### src/rtl/duty_pkg.sv
package duty_pkg;
  typedef enum logic [2:0] {
    SEL_PASS,
    SEL_LOW,
    SEL_HIGH,
    SEL_OFF,
    SEL_ON
  } duty_sel_e;
endpackage

### src/rtl/duty_limit.sv
module duty_limit
  import duty_pkg::*;
#(
  parameter int ACC_W = 20,
  parameter int HW_W  = 7,
  parameter int FR_W  = 3,
  localparam int DUTY_W = HW_W + FR_W
) (
  input  logic signed [ACC_W-1:0] u_raw,
  input  logic                    frc_full,
  input  logic                    frc_zero,
  output logic [DUTY_W-1:0]       q,
  output logic                    commit
);
  localparam int DUTY_MAX = ((1 << HW_W) - 1) << FR_W;
  localparam logic signed [ACC_W-1:0] MAX_S = ACC_W'(DUTY_MAX);

  duty_sel_e sel;

  always_comb begin
    if (frc_zero)              sel = SEL_OFF;
    else if (frc_full)         sel = SEL_ON;
    else if (u_raw[ACC_W-1])   sel = SEL_LOW;
    else if (u_raw > MAX_S)    sel = SEL_HIGH;
    else                       sel = SEL_PASS;
  end

  always_comb begin
    case (sel)
      SEL_PASS:          q = u_raw[DUTY_W-1:0];
      SEL_HIGH, SEL_ON:  q = DUTY_W'(DUTY_MAX);
      default:           q = '0;
    endcase
    commit = (sel == SEL_PASS);
  end
endmodule

### src/rtl/duty_pid_core.sv
module duty_pid_core #(
  parameter int ERR_W  = 5,
  parameter int GAIN_W = 8,
  parameter int FF_W   = 10,
  parameter int HW_W   = 7,
  parameter int FR_W   = 3,
  parameter int ACC_W  = 20,
  localparam int DUTY_W = HW_W + FR_W
) (
  input  logic                     clk,
  input  logic                     rst,
  input  logic                     smp_vld,
  input  logic signed [ERR_W-1:0]  err,
  input  logic [FF_W-1:0]          ff,
  input  logic signed [GAIN_W-1:0] kp,
  input  logic signed [GAIN_W-1:0] ki,
  input  logic signed [GAIN_W-1:0] kd,
  input  logic                     frc_full,
  input  logic                     frc_zero,
  output logic [DUTY_W-1:0]        q_out,
  output logic                     q_vld
);
  logic signed [ACC_W-1:0] integ_q;
  logic signed [ERR_W-1:0] eprev_q;

  logic signed [ACC_W-1:0] e_x, ep_x, kp_x, ki_x, kd_x, ff_x;
  logic signed [ACC_W-1:0] diff, p_term, i_term, d_term, i_new, u_raw;
  logic [DUTY_W-1:0]       q_nxt;
  logic                    commit;

  always_comb begin
    e_x  = {{(ACC_W-ERR_W){err[ERR_W-1]}}, err};
    ep_x = {{(ACC_W-ERR_W){eprev_q[ERR_W-1]}}, eprev_q};
    kp_x = {{(ACC_W-GAIN_W){kp[GAIN_W-1]}}, kp};
    ki_x = {{(ACC_W-GAIN_W){ki[GAIN_W-1]}}, ki};
    kd_x = {{(ACC_W-GAIN_W){kd[GAIN_W-1]}}, kd};
    ff_x = {{(ACC_W-FF_W){1'b0}}, ff};
    diff   = e_x - ep_x;
    p_term = kp_x * e_x;
    i_term = ki_x * e_x;
    d_term = kd_x * diff;
    i_new  = integ_q + i_term;
    u_raw  = ff_x + p_term + d_term + i_new;
  end

  duty_limit #(
    .ACC_W(ACC_W),
    .HW_W (HW_W),
    .FR_W (FR_W)
  ) u_limit (
    .u_raw   (u_raw),
    .frc_full(frc_full),
    .frc_zero(frc_zero),
    .q       (q_nxt),
    .commit  (commit)
  );

  always_ff @(posedge clk) begin
    if (rst) begin
      integ_q <= '0;
      eprev_q <= '0;
      q_out   <= '0;
      q_vld   <= 1'b0;
    end else begin
      q_vld <= smp_vld;
      if (smp_vld) begin
        eprev_q <= err;
        q_out   <= q_nxt;
        if (commit) integ_q <= i_new;
      end
    end
  end
endmodule

### src/rtl/duty_dither.sv
module duty_dither #(
  parameter int HW_W = 7,
  parameter int FR_W = 3,
  localparam int DUTY_W = HW_W + FR_W
) (
  input  logic              clk,
  input  logic              rst,
  input  logic              in_vld,
  input  logic [DUTY_W-1:0] q_in,
  output logic [HW_W-1:0]   hw_out,
  output logic              out_vld
);
  logic [FR_W-1:0] phase_q;
  logic [FR_W-1:0] phase_rev;
  logic [HW_W-1:0] base;
  logic [FR_W-1:0] frac;
  logic            bump;

  for (genvar gi = 0; gi < FR_W; gi++) begin : g_rev
    assign phase_rev[gi] = phase_q[FR_W-1-gi];
  end

  always_comb begin
    base = q_in[DUTY_W-1:FR_W];
    frac = q_in[FR_W-1:0];
    bump = (phase_rev < frac);
  end

  always_ff @(posedge clk) begin
    if (rst) begin
      phase_q <= '0;
      hw_out  <= '0;
      out_vld <= 1'b0;
    end else begin
      out_vld <= in_vld;
      if (in_vld) begin
        hw_out  <= base + {{(HW_W-1){1'b0}}, bump};
        phase_q <= phase_q + 1'b1;
      end
    end
  end
endmodule

### src/rtl/duty_pid_dither.sv
module duty_pid_dither #(
  parameter int ERR_W  = 5,
  parameter int GAIN_W = 8,
  parameter int FF_W   = 10,
  parameter int HW_W   = 7,
  parameter int FR_W   = 3,
  parameter int ACC_W  = 20
) (
  input  logic              clk,
  input  logic              rst,
  input  logic              err_valid,
  input  logic [ERR_W-1:0]  err_code,
  input  logic [FF_W-1:0]   ff_word,
  input  logic [GAIN_W-1:0] gain_p,
  input  logic [GAIN_W-1:0] gain_i,
  input  logic [GAIN_W-1:0] gain_d,
  input  logic              force_full,
  input  logic              force_zero,
  output logic [HW_W-1:0]   duty_hw,
  output logic              duty_vld
);
  localparam int DUTY_W = HW_W + FR_W;

  logic [DUTY_W-1:0] q_mid;
  logic              q_mid_vld;

  duty_pid_core #(
    .ERR_W (ERR_W),
    .GAIN_W(GAIN_W),
    .FF_W  (FF_W),
    .HW_W  (HW_W),
    .FR_W  (FR_W),
    .ACC_W (ACC_W)
  ) u_pid (
    .clk     (clk),
    .rst     (rst),
    .smp_vld (err_valid),
    .err     ($signed(err_code)),
    .ff      (ff_word),
    .kp      ($signed(gain_p)),
    .ki      ($signed(gain_i)),
    .kd      ($signed(gain_d)),
    .frc_full(force_full),
    .frc_zero(force_zero),
    .q_out   (q_mid),
    .q_vld   (q_mid_vld)
  );

  duty_dither #(
    .HW_W(HW_W),
    .FR_W(FR_W)
  ) u_dither (
    .clk    (clk),
    .rst    (rst),
    .in_vld (q_mid_vld),
    .q_in   (q_mid),
    .hw_out (duty_hw),
    .out_vld(duty_vld)
  );
endmodule

### config.mk
export PLATFORM = sky130hd
export DESIGN_NAME = duty_pid_dither
export DESIGN_NICKNAME = d
export VERILOG_FILES = /design/src/rtl/duty_pkg.sv /design/src/rtl/duty_limit.sv /design/src/rtl/duty_pid_core.sv /design/src/rtl/duty_dither.sv /design/src/rtl/duty_pid_dither.sv
export SDC_FILE = /design/constraint.sdc
export NUM_CORES = 1
export LEC_CHECK = 0
export BUFFER_PORTS_ARGS = -buffer_cell sky130_fd_sc_hd__buf_4
export CAP_MARGIN = 20
export CORE_MARGIN = 5
export CORE_UTILIZATION = 52
export CTS_BUF_LIST = sky130_fd_sc_hd__clkbuf_4
export CTS_CLUSTER_SIZE = 30
export DETAILED_ROUTE_END_ITERATION = 6
export PLACE_DENSITY = 0.78
export SYNTH_ARGS = -nofsm -noshare
export SYNTH_HDL_FRONTEND = slang
export SYNTH_SLANG_ARGS = --single-unit
### constraint.sdc
create_clock -name clk -period 22.6 [get_ports clk]
set_clock_uncertainty 0.15 [all_clocks]
set_input_delay 6.78 -clock clk [delete_from_list [all_inputs] [get_ports clk]]
set_output_delay 6.78 -clock clk [all_outputs]
set_load 0.005 [all_outputs]
# Word level (Yosys, flattened, before mapping)
# Cells that the tools add are included.
totals:
  regBits: 47
  output_inout_bits: 8
  word_cells: 29
op_classes:
  add_sub_neg: 7
  n_mul: 3
  n_lt_le_gt_ge: 2
  n_eq_ne: 2
  n_mux: 5
  n_reduce_logical: 3
op_table:
  columns: ["operator", "count"]
  rows:
  - ["adder 20 bit", 3]
  - ["multiplier 8 x 5 -> 13 bit", 2]
  - ["adder 11 x 20 -> 20 bit", 1]
  - ["> comparator 20 x 11 -> 1 bit, second input constant", 1]
  - ["case mux 10 bit (2 select lines)", 1]
  - ["multiplier 8 x 6 -> 14 bit", 1]
  - ["adder 7 x 1 -> 7 bit", 1]
  - ["two-way mux 3 bit", 2]
  - ["subtractor 5 x 5 -> 6 bit", 1]
  - ["two-way mux 2 bit", 2]
  - ["adder 3 x 1 -> 3 bit, second input constant", 1]
  - ["== test 3 x 2 -> 1 bit, second input constant", 1]
  - ["== test 3 bit, second input constant", 1]
  - ["logical NOT 3 bit", 1]
  - ["< comparator 3 bit", 1]
  - ["AND reduction 2 bit", 1]
  - ["OR reduction 2 bit", 1]

# Depth between registers and ports, before layout
# Gate-level depths: netlist of run 1.
logic_depth:
  word_depth: 12
  ltp_mapped: 43
  mapped_depth_nobuf: 40

# By module
# From an unflattened synthesis of run 1, not the netlist that was laid out.
unflattened:
  hier_cells: 1055
  area_unflattened_um2: 9924.5
modules_own_cells:
  columns: ["mod", "instances", "cells_each", "area_per_inst_um2", "seq_area_each_um2"]
  rows:
  - ["duty_pid_core", 1, 975, 9247.6, 720.7]
  - ["duty_dither", 1, 57, 523.0, 220.2]
  - ["duty_limit", 1, 23, 153.9, 0.0]

# Least setup slack after synthesis of run 1
# No wires, ideal clock.
synth_path:
  path_type: "input to register"
  from: "in err_code[0]"
  to: "reg u_pid.integ_q[19]"
  setup_ps: 132
  t_arrival_ps: 15330
  t_required_ps: 22318
  slack_ps: 6988
  cell_stages: 40
  path_buffers: 4
  path_cell_list: "clkbuf_1 inv_1 ha_1 inv_1 a21o_1 a21o_1 a2111oi_0 a21oi_1 or2_2 fa_1 fa_1 inv_1 fa_1 inv_1 fa_1 inv_1 ha_1 a21oi_1 [4 not listed] clkbuf_1 xor2_1 ha_1 a21o_1 ha_1 ha_1 inv_1 a31o_1 a221oi_1 nand4_1 a41oi_2 o311ai_1 a2111o_1 or2_1 buf_6 buf_2 o31ai_1 a21oi_1"
synth_via:
  elab_chain_len: 11
synth_lines:
  columns: ["element", "line", "source"]
  rows:
  - ["from (decl)", "duty_pid_dither.sv:12", "input logic [ERR_W-1:0] err_code,"]
  - ["multiplier 8 x 5 -> 13 bit / subtractor 5 x 5 -> 6 bit (equally long branches)", "duty_pid_core.sv:39, duty_pid_core.sv:38", null]
  - ["adder 11 x 20 -> 20 bit / multiplier 8 x 6 -> 14 bit (equally long branches)", "duty_pid_core.sv:43, duty_pid_core.sv:41", null]
  - ["adder 20 bit (2 in a row)", "duty_pid_core.sv:43", "u_raw = ff_x + p_term + d_term + i_new;"]
  - ["> comparator 20 x 11 -> 1 bit", "duty_limit.sv:24", "else if (u_raw > MAX_S) sel = SEL_HIGH;"]
  - ["two-way mux 2 bit", "duty_limit.sv:24", null]
  - ["two-way mux 2 bit", "duty_limit.sv:23", "else if (u_raw[ACC_W-1]) sel = SEL_LOW;"]
  - ["two-way mux 3 bit", "duty_limit.sv:22", "else if (frc_full) sel = SEL_ON;"]
  - ["two-way mux 3 bit", "duty_limit.sv:21", "if (frc_zero) sel = SEL_OFF;"]
  - ["logical NOT 3 bit", "duty_limit.sv:34", "commit = (sel == SEL_PASS);"]
  - ["AND reduction 2 bit (no line)", null, null]
  - ["to (signal assigned)", "duty_pid_core.sv:69", "if (commit) integ_q <= i_new;"]
  - ["to (decl)", "duty_pid_core.sv:23", "logic signed [ACC_W-1:0] integ_q;"]
# Several ways; a longest one is shown, not always the timed one.
# A chain may end at the register's enable or synchronous reset.

# Worst setup path in the final report of run 1
layout_path:
  from: "in err_code[1]"
  to: "reg u_pid.q_out[7]"
layout_via:
  elab_chain_len: 12
layout_lines:
  columns: ["element", "line", "source"]
  rows:
  - ["multiplier 8 x 5 -> 13 bit / subtractor 5 x 5 -> 6 bit (equally long branches)", "duty_pid_core.sv:39, duty_pid_core.sv:38", null]
  - ["adder 11 x 20 -> 20 bit / multiplier 8 x 6 -> 14 bit (equally long branches)", "duty_pid_core.sv:43, duty_pid_core.sv:41", null]
  - ["adder 20 bit", "duty_pid_core.sv:43", null]
  - ["adder 20 bit (*)", "duty_pid_core.sv:43", null]
  - ["> comparator 20 x 11 -> 1 bit", "duty_limit.sv:24", null]
  - ["two-way mux 2 bit", "duty_limit.sv:24", null]
  - ["two-way mux 2 bit", "duty_limit.sv:23", null]
  - ["two-way mux 3 bit", "duty_limit.sv:22", null]
  - ["two-way mux 3 bit", "duty_limit.sv:21", null]
  - ["== test 3 x 2 -> 1 bit / == test 3 bit (equally long branches)", "duty_limit.sv:29", "case (sel)"]
  - ["OR reduction 2 bit", "duty_limit.sv:29", null]
  - ["case mux 10 bit (2 select lines) (*)", "duty_limit.sv:29", null]
  - ["to (signal assigned)", "duty_pid_core.sv:68", "q_out <= q_nxt;"]
  - ["to (decl)", "duty_pid_core.sv:20", "output logic [DUTY_W-1:0] q_out,"]
# Every way passes the cells marked *; elsewhere a longest branch is shown, timed or not.

==> results of run 1 <==
==> layout by cell type, fill, tap and decap left out, types with 8 or more instances in the layout <==
master,instances
o21bai_1,12
nand2_1,58
nor2b_1,14
dfxtp_1,47
o21ai_0,13
o211ai_1,8
a21oi_1,60
a211oi_1,9
a21o_1,26
ha_1,133
xnor2_1,54
fa_1,111
o31ai_1,16
nand3_1,9
o21ai_1,9
and2_1,71
mux2i_1,10
nand2b_1,18
inv_1,164
nand4_1,20
buf_4,54
nor3_1,13
nor2_1,56
xor2_1,31
==> cells by family (layout without fill, tap and decap cells) <==
family,count (synthesis),in the layout,synth area share
XOR/XNOR,88,88,0.08558
flip-flops,47,47,0.09977
adder cells (fa/ha/maj),244,244,0.4121
AO/OA/AOI/OAI,206,206,0.1536
buffers and inverters,195,228,0.08027
multiplexers,11,11,0.01181
AND/OR/NAND/NOR,279,279,0.1568
==> registers in the layout (all words and copies together), names as in the netlist <==
signal,count
u_pid.q_out,10
u_dither.phase_q,3
u_pid.eprev_q,5
u_pid.integ_q,20
u_dither.hw_out,7
u_dither.out_vld,1
u_pid.q_vld,1
==> cell type report <==
cell class	count	area, µm²
clock inverters	3	18.77
clock buffers	5	37.54
inverters	166	623.1
flip-flops and latches	47	940.9
repair buffers	54	405.4
multi-input cells	828	7732
fillers	1623	7858
well taps	229	286.5
==> layer usage <==
metal	track usage	part of all wire	wire length [µm]
met3	0.01775	0.033	650
met5	0	0	0
met1	0.2663	0.45	8908
met4	0.05547	0.025	490
met2	0.3419	0.50	9880
==> metrics by stage <==
| step | worst slack (ns) | hold WS, ns | cell area (µm²) | utilization |
|---|---|---|---|---|
| finish | 6.507 | 0.3332 | 10040 | 0.5611 |
| global route | 5.757 | 0.3623 | 10040 | 0.5611 |
| CTS | 6.520 | 0.3325 | 10040 | 0.5611 |
| detailed placement | 6.150 | 0.3054 | 9988 | 0.5579 |
| global placement | 6.241 | 0.3078 | 9988 | 0.5579 |
| floorplan | 6.988 | 0.2823 | 9430 | - |
==> worst paths after layout <==
path | from | to | cells past startpoint
setup / recovery | err_code[1] | u_pid.q_out[7] | 35
hold / removal | u_pid.q_out[3] | u_pid.q_out[3] | 2
setup reg to reg | u_pid.eprev_q[1] | u_pid.q_out[7] | 35
hold reg to reg | u_pid.q_out[3] | u_pid.q_out[3] | 2
==> worst max-delay path: cells and delay by family <==
kind            cells  cell delay [ns]
compound gates     15             3.01
xor+xnor            3             1.35
fa+ha+maj           9             3.84
buf+inv             5             0.41
simple gates        3             0.84
==> results.yml, run 1 <==
cts:
  cts.sinks: 47
  cts_tree: "done"
  numCtsBuffers: 5
  cts_setup_buffers: 0
  cts-root-buf: "clkbuf_4"
  clock_path_buffers: 2
  clk_latency_ns: 0.38
  ctsResizeCount: 0
  holdBufCountCts: 0
  cts_htree_levels: 2
  cts.clk_slew.worst_paths_ns: 0.16
final_layout:
  fin_cells: 1332
  final_layout_size_suffix_gt1_frac: 0.07888
  area_growth_pct: 6.514
  diodes: 0
  nNetsFinal: 1390
grt:
  grt_pass1_wl_mm: 34.18
  grt_pass1_vias: 7343
  grt_util_all_layers: 0.1978
  antenna_found_initial: 0
  overflow: 0
  grt_max_degree: 43
placed_design:
  port_buffers: 51
  place_congestion: 0.8902
  dp_cells: 1324
  dp_hpwl_mm: 16.66
setup_path:
  worstPathRequired_ns: 22.77
  crit_path_start_kind: "primary input"
  critPathSlowestCell: "xor3_1"
  arrival_ns: 16.26
  cpMostUsedCell: "fa_1"
  end_kind: "register"
  critPathMaxStageDelay_ns: 1.01
  crit_fanout: 22
  crit_type: "primary input to register"
  reg2reg_slack_ns: 12.69
synthesis:
  syn_nets: 1358
  synth.area.top_cells: "fa_1 24%, ha_1 18%, dfxtp_1 10%, inv_1 6.5%, xnor2_1 5.0%"
  yosysSeqAreaShare: 0.09977
  synth.top_cell.area_share: 0.2356
  netlist_top_cells_count: "164 x inv_1, 133 x ha_1, 111 x fa_1"
  synth_top_area_cell: "fa_1"
  yosysWarnings: 0
  synth_most_common_cell: "inv_1"
  synth_ff_type: "dfxtp_1"
  synthArstFlopShare: 0
  ys_ff_latch: 47
  syn_inst: 1070
  synth_edf_count: 0
  ys_types: 76
  netlist_area_um2: 9430
  syn_area_per_cell_um2: 8.813
die:
  boundaryPins: 52
  core.rowCount: 49
  coreArea_um2: 17900
  fp.dieW_um: 144.7
  initial_core_util: 0.5268
  die_h_um: 144.7
  dieArea_um2: 20930
sta:
  timing.final.crit_share: 0.7121
  rsz0062_at_grt: "no"
  tns_ns: 0
  drv_slew: 0
  max_freq_mhz: 62.14
  worst_pin_slew_ns: 1.075
  min_period_ns: 16.09
  slew_headroom: 0.2832
  hold_viol: 0
  setup_violations: 0
job:
  maxCapViolations: 0
drt:
  totalWireLength_mm: 19.93
  routedWlPerCell_um: 14.96
  firstDrtPassIters: 5
  drt_iter0_drc: 498
  dr_total_vias: 7385
  ant_nets: 0
  drcViolationCount: 0
  avgViaCountPerCell: 5.544
worst_hold_path:
  hold_path.class: "register to register"
outcome:
  outcome: "finished, final reports clean"
Power of run 1 is left out: the tool's default activity adds up to more than one toggle a clock period on the data nets, which glitch-free logic cannot reach.
==> run 2: changes to the inputs <==
==> constraint.sdc (replaced) <==
create_clock -name clk -period 15.3 [get_ports clk]
set_clock_uncertainty 0.15 [all_clocks]
set_input_delay 4.59 -clock clk [delete_from_list [all_inputs] [get_ports clk]]
set_output_delay 4.59 -clock clk [all_outputs]
set_load 0.005 [all_outputs]
==> run 2 against run 1 <==
Effect of this change: via count fell by 0.54%; cell area barely moved; global-route usage fell by 0.34 points; non-clock buffer count did not move; cell count barely moved; critical path type unchanged; critical endpoint is now u_pid.integ_q[10].
==> results.yml, run 2 (synthesis results as in run 1) <==
outcome:
  outcome: "finished, final reports clean"
job:
  maxCapViolations: 0
final_layout:
  nFillCells: 1659
  layout_commonest_cell: "inv_1"
  final_cell_mix: "164 x inv_1, 133 x ha_1, 111 x fa_1, 71 x and2_1, 60 x a21oi_1"
  reg.largest.list: "u_pid.integ_q x20, u_pid.q_out x10, u_dither.hw_out x7"
  final_layout_size_suffix_gt1_frac: 0.07706
  nNetsFinal: 1390
  area_growth_pct: 6.501
  top_register: "u_pid.integ_q"
  largest_reg_flops: 20
worst_hold_path:
  hold_path.class: "register to register"
sta:
  setup_violations: 0
  tns_ns: 0
  slew_headroom: 0.3040
  timing.final.crit_share: 0.9161
  max_freq_mhz: 71.34
  worst_pin_slew_ns: 1.044
  rsz0062_at_grt: "no"
  drv_slew: 0
  hold_viol: 0
  min_period_ns: 14.02
placed_design:
  place_congestion: 0.8636
  port_buffers: 51
  dp_hpwl_mm: 16.73
drt:
  drcViolationCount: 0
  totalWireLength_mm: 19.63
  dr_total_vias: 7345
  drt_iter0_drc: 396
  routedWlPerCell_um: 14.72
  firstDrtPassIters: 5
  ant_nets: 0
  avgViaCountPerCell: 5.510
setup_path:
  crit_type: "primary input to register"
  arrival_ns: 14.15
  critPathMaxStageDelay_ns: 0.57
  crit_fanout: 24
  critPathSlowestCell: "or2_1"
  end_kind: "register"
  crit_path_start_kind: "primary input"
  cpMostUsedCell: "ha_1"
  worstPathRequired_ns: 15.43
cts:
  numCtsBuffers: 5
  cts.sinks: 47
  clk_latency_ns: 0.37
  cts-root-buf: "clkbuf_4"
  cts_setup_buffers: 0
  holdBufCountCts: 0
  clock_path_buffers: 2
  cts_tree: "done"
  cts.clk_slew.worst_paths_ns: 0.14
  cts_htree_levels: 2
  ctsResizeCount: 0
die:
  boundaryPins: 52
  fp.dieW_um: 144.7
  dieArea_um2: 20930
  core.rowCount: 49
  initial_core_util: 0.5268
  coreArea_um2: 17900
  die_h_um: 144.7
grt:
  grt_pass1_wl_mm: 33.57
  grt_pass1_vias: 7270
  antenna_found_initial: 1
  grt_util_all_layers: 0.1944
  overflow: 0
  grt_max_degree: 43
## run 2: changes by cell type in the layout (fill, tap and decap cells not counted), sizes merged
cell | before | now
diode | 0 | 1
inv | 166 | 165
clkinvlp | 0 | 1
## run 2: worst paths after layout
path	from	end	slack [ns]	cells past startpoint
max	err_code[4]	u_pid.integ_q[10]	1.28	36
min	u_pid.q_out[3]	u_pid.q_out[3]	0.33	2
max reg2reg	u_pid.eprev_q[1]	u_pid.q_out[7]	5.44	35
min reg2reg	u_pid.q_out[3]	u_pid.q_out[3]	0.33	2
## run 2: metrics by stage
step | cells | hold WS, ns | cell area (µm²) | utilization | worst slack (ns)
global placement | 1324 | 0.3060 | 9988 | 0.5579 | 1.070
finish | 1333 | 0.3333 | 10040 | 0.5610 | 1.283
global route | 1333 | 0.3608 | 10040 | 0.5610 | 0.4416
CTS | 1332 | 0.3311 | 10040 | 0.5609 | 1.327
floorplan | 1070 | 0.2823 | 9430 | - | 1.878
detailed placement | 1324 | 0.3101 | 9988 | 0.5579 | 0.9579
## run 2: metal layers
| metal | GRT usage | up-vias | share of wire |
|---|---|---|---|
| met5 | 0 | - | 0 |
| met4 | 0.03436 | 0 | 0.012 |
| met3 | 0.01775 | 20 | 0.030 |
| met2 | 0.3467 | 119 | 0.51 |
| met1 | 0.2608 | 3564 | 0.45 |
| li1 | - | 3642 | - |
## run 2: area by class of cell
class / count / area (µm²) / share of cell area
multi-input cells: 828 / 7732 / 0.7699
flip-flops and latches: 47 / 940.9 / 0.09368
inverters: 166 / 623.1 / 0.06204
repair buffers: 54 / 405.4 / 0.04036
well taps: 229 / 286.5 / 0.02853
clock buffers: 5 / 37.54 / 0.003737
clock inverters: 3 / 15.01 / 0.001495
diodes: 1 / 2.502 / 0.0002492
## run 2: critical path, delay by kind of cell
family,cells,cell delay [ns]
XOR/XNOR,3,0.94
AO/OA/AOI/OAI,15,3.21
buffers and inverters,5,0.70
AND/OR/NAND/NOR,5,1.61
adder cells (fa/ha/maj),8,3.09
Power of run 2 is left out for the same reason.
==> run 3: changes to the inputs <==
--- a/config.mk
+++ b/config.mk
@@ -7,9 +7,9 @@
 export LEC_CHECK = 0
 export BUFFER_PORTS_ARGS = -buffer_cell sky130_fd_sc_hd__buf_4
 export CAP_MARGIN = 20
+export CORE_ASPECT_RATIO = 0.6
 export CORE_MARGIN = 5
 export CORE_UTILIZATION = 52
-export CTS_BUF_LIST = sky130_fd_sc_hd__clkbuf_4
 export CTS_CLUSTER_SIZE = 30
 export DETAILED_ROUTE_END_ITERATION = 6
 export PLACE_DENSITY = 0.78
==> run 3 against run 2 <==
Effect of this change: sequential share of layout area fell by 0.11 points; die area rose by 0.42%; global-route usage rose by 1.4 points; non-clock buffer count did not move; worst setup slack got worse by 0.19 ns; via count rose by 1.2%; fmax fell by 1.4%; core utilization rose by 0.57 points; largest cell class unchanged; highest routed layer unchanged.
==> results.yml, run 3 (synthesis results as in run 1) <==
outcome:
  outcome: "finished, final reports clean"
setup_path:
  crit_path_start_kind: "primary input"
  critPathTopFamily: "adder cells"
  cp_num_buf_inv: 5
  worst_r2r_path_depth: 36
  rr_startpoint: "u_pid.eprev_q[1]"
  crit_fanout: 12
  reg2reg_slack_ns: 5.25
  arrival_ns: 14.28
  crit_type: "primary input to register"
  critPathSlowestCell: "nor2_1"
  reg2reg_to: "u_pid.q_out[4]"
  worstPathRequired_ns: 15.37
  cpMostUsedCell: "ha_1"
  end_kind: "register"
  critPathMaxStageDelay_ns: 0.65
sta:
  slew_headroom: 0.2878
  drv_slew: 0
  min_period_ns: 14.21
  max_freq_mhz: 70.38
  hold_viol: 0
  worst_pin_slew_ns: 1.068
  timing.final.crit_share: 0.9287
  setup_violations: 0
  tns_ns: 0
  rsz0062_at_grt: "no"
drt:
  avgViaCountPerCell: 5.533
  routedWlPerCell_um: 15.96
  drt_iter0_drc: 620
  totalWireLength_mm: 21.44
  firstDrtPassIters: 5
  drcViolationCount: 0
  ant_nets: 0
  dr_total_vias: 7431
die:
  coreArea_um2: 17920
  dieArea_um2: 21020
  fp.dieW_um: 183.9
  initial_core_util: 0.5261
  boundaryPins: 52
  die_h_um: 114.3
  core.rowCount: 38
cts:
  clock_path_buffers: 2
  cts_setup_buffers: 0
  cts.clk_slew.worst_paths_ns: 0.07
  numCtsBuffers: 5
  holdBufCountCts: 0
  cts_htree_levels: 2
  cts_tree: "done"
  cts.sinks: 47
  clk_latency_ns: 0.31
  ctsResizeCount: 0
  cts-root-buf: "clkbuf_16"
grt:
  met1_usage: 0.3290
  overflow: 0
  grt_pass1_vias: 7238
  grt_util_all_layers: 0.2086
  grtUsageMet3: 0.04095
  grt_max_degree: 43
  grt_busiest_layer: "met1"
  grt_pass1_wl_mm: 35.85
  met2_usage: 0.3051
  antenna_found_initial: 0
placed_design:
  place_congestion: 0.9306
  port_buffers: 51
  dp_hpwl_mm: 17.91
  post_dp_cell_area_um2: 10010
  dp_cells: 1335
final_layout:
  diodes: 0
  final_cell_area_um2: 10160
  final_layout_size_suffix_gt1_frac: 0.07888
  largest_reg_flops: 20
  reg.largest.list: "u_pid.integ_q x20, u_pid.q_out x10, u_dither.hw_out x7"
  final_cell_mix: "164 x inv_1, 133 x ha_1, 111 x fa_1, 71 x and2_1, 60 x a21oi_1"
  fin_cells: 1343
  area_growth_pct: 7.722
  layout_commonest_cell: "inv_1"
  nNetsFinal: 1390
  top_register: "u_pid.integ_q"
worst_hold_path:
  hold-path-endpoint: "u_pid.q_out[1]"
  hp-start: "u_pid.q_out[1]"
  hold_path.class: "register to register"
  whs_path_depth: 2
job:
  maxCapViolations: 0
-- run 3: per-stage QoR --
step | utilization | hold WS [ns] | setup WS, ns
floorplan | - | 0.2823 | 1.878
finish | 0.5667 | 0.3260 | 1.091
global placement | 0.5576 | 0.3098 | 1.165
CTS | 0.5667 | 0.3272 | 1.200
global route | 0.5667 | 0.3520 | 0.3169
detailed placement | 0.5582 | 0.3136 | 0.8850
-- run 3: layout make-up --
type | instances | area (µm²)
Sequential cell | 47 | 940.9
Tap cell | 240 | 300.3
Clock inverter | 2 | 13.76
Multi-Input combinational cell | 828 | 7732
Timing Repair Buffer | 54 | 409.1
Inverter | 166 | 623.1
Fill cell | 1582 | 7766
Clock buffer | 6 | 138.9
-- run 3: worst max-delay path by stage --
stage,end,depth (start not counted),startpoint
2_1_floorplan,u_pid.integ_q[19],40,err_code[0]
3_3_place_gp,u_pid.q_out[9],36,err_code[4]
3_5_place_dp,u_pid.q_out[4],36,err_code[4]
4_1_cts,u_pid.q_out[4],36,err_code[4]
5_1_grt,u_pid.q_out[7],35,err_code[4]
6_report,u_pid.q_out[4],35,err_code[4]
-- run 3: per-layer routing --
metal  up-vias  wire length (µm)
li1       3642                 -
met5         -                 0
met3         9              1558
met4         0                89
met1      3563             10950
met2       217              8846
-- run 3: worst reg2reg max path: cells and delay by family, from the launching register on --
family	cells	cell delay, ns
fa+ha+maj	9	3.51
compound gates	13	3.10
simple gates	6	2.01
buf+inv	6	0.54
flops	1	0.35
xor+xnor	2	0.32
Power of run 3 is left out for the same reason.
